<file path="src/rtl/pfs_pkg.sv">
package pfs_pkg;

  typedef enum logic {
    MODE_CYCLE   = 1'b0,
    MODE_LATCHED = 1'b1
  } flt_mode_e;

  function automatic logic pin_level(input logic active, input logic pol);
    return active ? pol : ~pol;
  endfunction

endpackage

</file>
<file path="src/rtl/pfs_sync.sv">
module pfs_sync #(
  parameter int STAGES = 2
) (
  input  logic clk,
  input  logic rst,
  input  logic async_n,
  output logic sync_n
);
  logic [STAGES-1:0] chain;

  always_ff @(posedge clk) begin
    if (rst) chain <= '1;
    else     chain <= {chain[STAGES-2:0], async_n};
  end

  assign sync_n = chain[STAGES-1];
endmodule

</file>
<file path="src/rtl/pfs_fault_ctrl.sv">
module pfs_fault_ctrl
  import pfs_pkg::*;
(
  input  logic      clk,
  input  logic      rst,
  input  logic      flt_n_s,
  input  logic      bnd,
  input  flt_mode_e mode,
  input  logic      flag_clr,
  output logic      flag,
  output logic      apply
);
  logic flt_n_d;
  logic ovr_q;
  logic fall;
  logic flt_low;
  logic release_ok;

  assign flt_low    = ~flt_n_s;
  assign fall       = flt_n_d & ~flt_n_s;
  assign release_ok = bnd & ~flt_low & ((mode == MODE_CYCLE) | ~flag);
  assign apply      = flt_low | ovr_q;

  always_ff @(posedge clk) begin
    if (rst) begin
      flt_n_d <= 1'b1;
      flag    <= 1'b0;
      ovr_q   <= 1'b0;
    end else begin
      flt_n_d <= flt_n_s;
      if (fall)          flag <= 1'b1;
      else if (flag_clr) flag <= 1'b0;
      if (flt_low)         ovr_q <= 1'b1;
      else if (release_ok) ovr_q <= 1'b0;
    end
  end

  // a synchronized falling edge always sets the flag
  p_flag_set_r10: assert property (@(posedge clk) disable iff (rst)
    fall |=> flag);
  // a clear without a simultaneous edge empties the flag
  p_flag_clr_r10: assert property (@(posedge clk) disable iff (rst)
    (flag_clr && !fall) |=> !flag);
  // no release away from a boundary
  p_hold_off_bnd_r9: assert property (@(posedge clk) disable iff (rst)
    (ovr_q && !bnd) |=> ovr_q);
  // latched override stays while the flag is set
  p_latched_hold_r7: assert property (@(posedge clk) disable iff (rst)
    (mode == MODE_LATCHED && ovr_q && flag) |=> ovr_q);
  // a low fault pin always keeps the override
  p_low_holds_r8: assert property (@(posedge clk) disable iff (rst)
    flt_low |=> ovr_q);
endmodule

</file>
<file path="src/rtl/pfs_pair_mux.sv">
module pfs_pair_mux
  import pfs_pkg::*;
(
  input  logic clk,
  input  logic rst,
  input  logic rst_tristate,
  input  logic pol_h,
  input  logic pol_l,
  input  logic raw_h,
  input  logic raw_l,
  input  logic en_h,
  input  logic en_l,
  input  logic ovr,
  input  logic lvl_h,
  input  logic lvl_l,
  input  logic comp,
  output logic out_h,
  output logic out_l,
  output logic oe_h,
  output logic oe_l
);
  logic act_h, act_l;

  assign act_h = ovr ? lvl_h : raw_h;
  assign act_l = ovr ? (lvl_l & ~(comp & lvl_h)) : raw_l;

  always_ff @(posedge clk) begin
    if (rst) begin
      out_h <= ~pol_h;
      out_l <= ~pol_l;
      oe_h  <= ~rst_tristate;
      oe_l  <= ~rst_tristate;
    end else begin
      oe_h  <= en_h;
      oe_l  <= en_l;
      out_h <= pin_level(en_h & act_h, pol_h);
      out_l <= pin_level(en_l & act_l, pol_l);
    end
  end

  // complementary priority keeps the low side inactive
  p_comp_prio_r6: assert property (@(posedge clk) disable iff (rst)
    (ovr && comp && lvl_h && lvl_l) |=> (out_l == ~$past(pol_l)));
  // disabled pin is released
  p_disabled_hi_r3: assert property (@(posedge clk) disable iff (rst)
    !en_h |=> !oe_h);
  p_disabled_lo_r3: assert property (@(posedge clk) disable iff (rst)
    !en_l |=> !oe_l);
endmodule

</file>
<file path="src/rtl/pwm_fault_stage.sv">
module pwm_fault_stage
  import pfs_pkg::*;
#(
  parameter int NPAIR       = 3,
  parameter int SYNC_STAGES = 2
) (
  input  logic               clk,
  input  logic               rst,
  input  logic               rst_tristate,
  input  logic               pol_hi,
  input  logic               pol_lo,
  input  logic [2*NPAIR-1:0] pwm_raw,
  input  logic               pwm_bnd,
  input  logic               fault_n,
  input  logic               cfg_we,
  input  logic [2*NPAIR-1:0] cfg_pin_en,
  input  logic [NPAIR-1:0]   cfg_flt_pair_en,
  input  logic [2*NPAIR-1:0] cfg_flt_lvl,
  input  logic               cfg_latched,
  input  logic               cfg_comp,
  input  logic               flag_clr,
  output logic [2*NPAIR-1:0] pin_out,
  output logic [2*NPAIR-1:0] pin_oe,
  output logic               flt_flag
);
  localparam int NPIN = 2 * NPAIR;

  logic [NPIN-1:0]  pin_en_q;
  logic [NPAIR-1:0] pair_en_q;
  logic [NPIN-1:0]  lvl_q;
  flt_mode_e        mode_q;
  logic             comp_q;
  logic             flt_n_s;
  logic             apply;

  always_ff @(posedge clk) begin
    if (rst) begin
      pin_en_q  <= {NPIN{~rst_tristate}};
      pair_en_q <= '0;
      lvl_q     <= '0;
      mode_q    <= MODE_CYCLE;
      comp_q    <= 1'b0;
    end else if (cfg_we) begin
      pin_en_q  <= cfg_pin_en;
      pair_en_q <= cfg_flt_pair_en;
      lvl_q     <= cfg_flt_lvl;
      mode_q    <= flt_mode_e'(cfg_latched);
      comp_q    <= cfg_comp;
    end
  end

  pfs_sync #(.STAGES(SYNC_STAGES)) u_sync (
    .clk(clk), .rst(rst), .async_n(fault_n), .sync_n(flt_n_s)
  );

  pfs_fault_ctrl u_ctrl (
    .clk(clk), .rst(rst), .flt_n_s(flt_n_s), .bnd(pwm_bnd),
    .mode(mode_q), .flag_clr(flag_clr), .flag(flt_flag), .apply(apply)
  );

  for (genvar p = 0; p < NPAIR; p++) begin : g_pair
    pfs_pair_mux u_mux (
      .clk(clk), .rst(rst), .rst_tristate(rst_tristate),
      .pol_h(pol_hi), .pol_l(pol_lo),
      .raw_h(pwm_raw[2*p]), .raw_l(pwm_raw[2*p+1]),
      .en_h(pin_en_q[2*p]), .en_l(pin_en_q[2*p+1]),
      .ovr(apply & pair_en_q[p]),
      .lvl_h(lvl_q[2*p]), .lvl_l(lvl_q[2*p+1]),
      .comp(comp_q),
      .out_h(pin_out[2*p]), .out_l(pin_out[2*p+1]),
      .oe_h(pin_oe[2*p]), .oe_l(pin_oe[2*p+1])
    );
  end

  // with no pair enabled the pins follow the raw path
  p_no_pair_r4: assert property (@(posedge clk) disable iff (rst)
    (pair_en_q == '0 && pin_en_q == '1) |=>
      (pin_out == ($past(pwm_raw) ^ ~{NPAIR{$past(pol_lo), $past(pol_hi)}})));
endmodule

</file>
<file path="config.mk">
export PLATFORM = sky130hd
export DESIGN_NAME = pwm_fault_stage
export DESIGN_NICKNAME = d
export VERILOG_FILES = /design/src/rtl/pfs_pkg.sv /design/src/rtl/pfs_sync.sv /design/src/rtl/pfs_fault_ctrl.sv /design/src/rtl/pfs_pair_mux.sv /design/src/rtl/pwm_fault_stage.sv
export SDC_FILE = /design/constraint.sdc
export NUM_CORES = 1
export LEC_CHECK = 0
export BUFFER_PORTS_ARGS = -buffer_cell sky130_fd_sc_hd__buf_2
export CAP_MARGIN = 20
export CELL_PAD_IN_SITES_DETAIL_PLACEMENT = 1
export CELL_PAD_IN_SITES_GLOBAL_PLACEMENT = 1
export CORE_ASPECT_RATIO = 1.1
export CORE_MARGIN = 10
export CORE_UTILIZATION = 37
export DETAILED_ROUTE_END_ITERATION = 6
export HOLD_SLACK_MARGIN = 0.1
export PLACE_DENSITY_LB_ADDON = 0.1
export SETUP_SLACK_MARGIN = 0.1
export SLEW_MARGIN = 20
export SYNTH_ARGS = -nofsm -noshare
export SYNTH_HDL_FRONTEND = slang
export SYNTH_HIERARCHICAL = 1
export SYNTH_SLANG_ARGS = --single-unit
</file>
<file path="constraint.sdc">
create_clock -name clk -period 1.7 [get_ports clk]
set_input_delay 0.425 -clock clk [delete_from_list [all_inputs] [get_ports clk]]
set_output_delay 0.425 -clock clk [all_outputs]
set_load 0.05 [all_outputs]
</file>
==> out/metrics.cfg <==
[critical_path]
cp.required_ps=1960
startpoint_type=flip-flop
end_kind=flip-flop
crit_fanout=4
worstSetupPathType=reg -> reg
r2r_setup_slack_ps=230
critPathArrivalTime_ps=1730

[detailed_routing]
wl_per_cell_um=15.07
vias=1008
vias_per_cell=4.645
drc_errors=0
ant_nets=0
first_pass_iters=3
drt-total-wl_um=3270
drt_iter0_markers=34

[logic_synthesis]
synth_top_area_share=0.4275
ys_ff_latch=34
yosysUniqueCellTypes=20
ys_seq_area_frac=0.5649
syn-cell-area_um2=1311
avgSynthCellArea_um2=11.02
syn-num-nets=151
yosys.area.top_type=dfxtp_1
yosys_warnings=6
synth_top_cells_by_area=dfxtp_1 (43%), edfxtp_1 (14%), mux2i_1 (13%), nor2_1 (4.9%), xnor2_1 (4.0%)
netlist_instances=119

[timing]
rsz0062_at_grt=false
whs_ps=263.0
finalHoldViolations=0
fin_skew_ps=4.761
worst_slew_pin_slew_ps=371.0
final_max_slew_viol_count=0
period_needed_ps=1473
finalSetupViolations=0
setup_tns_ps=0
max_freq_mhz=679.1
maxSlewHeadroom=0.7527
fin_crit_sh=0.8663

[floorplan]
dieArea_um2=6328
num_io_pins=45
core_um2=3386
dieWidth_um=76.76
start_util=0.3873
die_h_um=82.44
fp-row-count=22

[power_and_ir_drop]
ir_drop_mv=0.3952
powerDensity_nw_per_um2=991.3
total_power_w=0.001619
leakage_nw=0.7330

[clocking]
clockRootBuffer=clkbuf_4
path_clk_slew_ps=100
cts_buffers=5
cts_buffer_depth=2
h-tree-depth=2
hold_buffers=0
insertion_delay_ps=330
cts_tree=built
clkSinkCount=34

[global_routing]
grtUsageTotal=0.1090
grt_pass1_wl_um=5292
antenna_found_initial=0
grt_pass1_vias=1107
gr-total-overflow=0
grt_max_degree=23

[final_layout]
antennaDiodeCount=0
stdcell_area_um2=1633
mostFrequentLayoutCells=buf_2 (44), dfxtp_1 (28), mux2i_1 (17), nor2_1 (17)
drive_gt1_frac=0.3314
final_common_cell=buf_2
syn2layout_area_growth_pct=24.52
nNetsFinal=201

[hold_path]
hp-class=in -> reg

[outcome]
outcome=complete, no violations

[placement]
gp_congestion=0.7250
dp_hpwl_um=2646
dpl_cell_area_um2=1585
place.port_buffers=44

[job]
maxCapViolations=0

==> cell usage after synthesis (all sizes together) <==
| library cell | n |
|---|---|
| nand2b | 3 |
| nand3 | 3 |
| nor3b | 3 |
| or2 | 4 |
| nor2 | 17 |
| o21ai | 6 |
| mux2i | 17 |
| edfxtp | 6 |
| buf | 3 |
| a21oi | 7 |
| dfxtp | 28 |
| nor2b | 1 |
| xnor2 | 6 |
| and4bb | 3 |
| and2 | 3 |
| a311oi | 1 |
| inv | 7 |
| nand2 | 1 |
==> worst max-delay path, cell delays in order (launching register included) <==
cell	delay [ps]
dfxtp_1	380
nor2b_2	200
inv_1	70
and2_1	200
mux2i_1	170
nor3b_2	230
xnor2_1	150
==> sequential cells by signal, summed over array words and instances, names as in the netlist <==
| name | cells |
|---|---|
| g_pair.u_mux/oe_h | 3 |
| comp_q | 1 |
| g_pair.u_mux/out_l | 3 |
| g_pair.u_mux/out_h | 3 |
| u_ctrl/flag | 1 |
| u_sync/chain | 2 |
| pin_en_q | 6 |
| lvl_q | 6 |
| mode_q | 1 |
| u_ctrl/flt_n_d | 1 |
| u_ctrl/ovr_q | 1 |
| g_pair.u_mux/oe_l | 3 |
| pair_en_q | 3 |
==> final cells by class <==
type,count,area (um^2)
Inverter,7,26.28
Timing Repair Buffer,46,235.2
Multi-Input combinational cell,75,525.5
Sequential cell,34,740.7
Tap cell,48,60.06
Clock buffer,7,45.04
Fill cell,399,1753
==> where the power goes <==
group | internal (W) | switching [W] | total, W
registers | 0.000888 | 0.0000292 | 0.000917
clock network | 0.000156 | 0.000248 | 0.000404
logic | 0.000101 | 0.000196 | 0.000298
==> layer usage <==
metal	GRT usage	vias to the layer above	wire [um]
met5	0	-	0
met3	0.04968	5	185
met2	0.1771	31	1600
li1	-	502	-
met4	0.06134	0	58
met1	0.1179	470	1426
==> final timing paths <==
path,end,startpoint,cells past startpoint
setup reg to reg,g_pair[1].u_mux/out_h,u_sync/chain[1],6
hold / removal,u_sync/chain[0],fault_n,2
hold reg to reg,u_sync/chain[1],u_sync/chain[0],1
setup / recovery,g_pair[1].u_mux/out_h,u_sync/chain[1],6
==> cell families (layout without fill, tap and decap cells) <==
group / after synthesis / after routing / share of synthesized area
buffers and inverters: 10 / 60 / 0.03626
muxes: 17 / 17 / 0.1298
xor gates and xnor gates: 6 / 6 / 0.04008
AOI/OAI and AO/OA: 14 / 14 / 0.05630
and+or+nand+nor: 38 / 38 / 0.1727
DFF: 34 / 34 / 0.5649
==> repair_timing <==
item | in CTS | in global routing
endpoints found under the setup margin | 0 | 1
setup buffers | 0 | 0
resized for setup | 0 | 1
==> through the flow <==
step	instances	setup WS, ps	util
after detailed placement	210	222.9	0.4682
after floorplan	119	402.3	-
after global placement	210	328.9	0.4682
after global routing	217	90.57	0.4823
after CTS	217	191.9	0.4815
final	217	227.4	0.4823
Power figures use the tool's default switching activity.
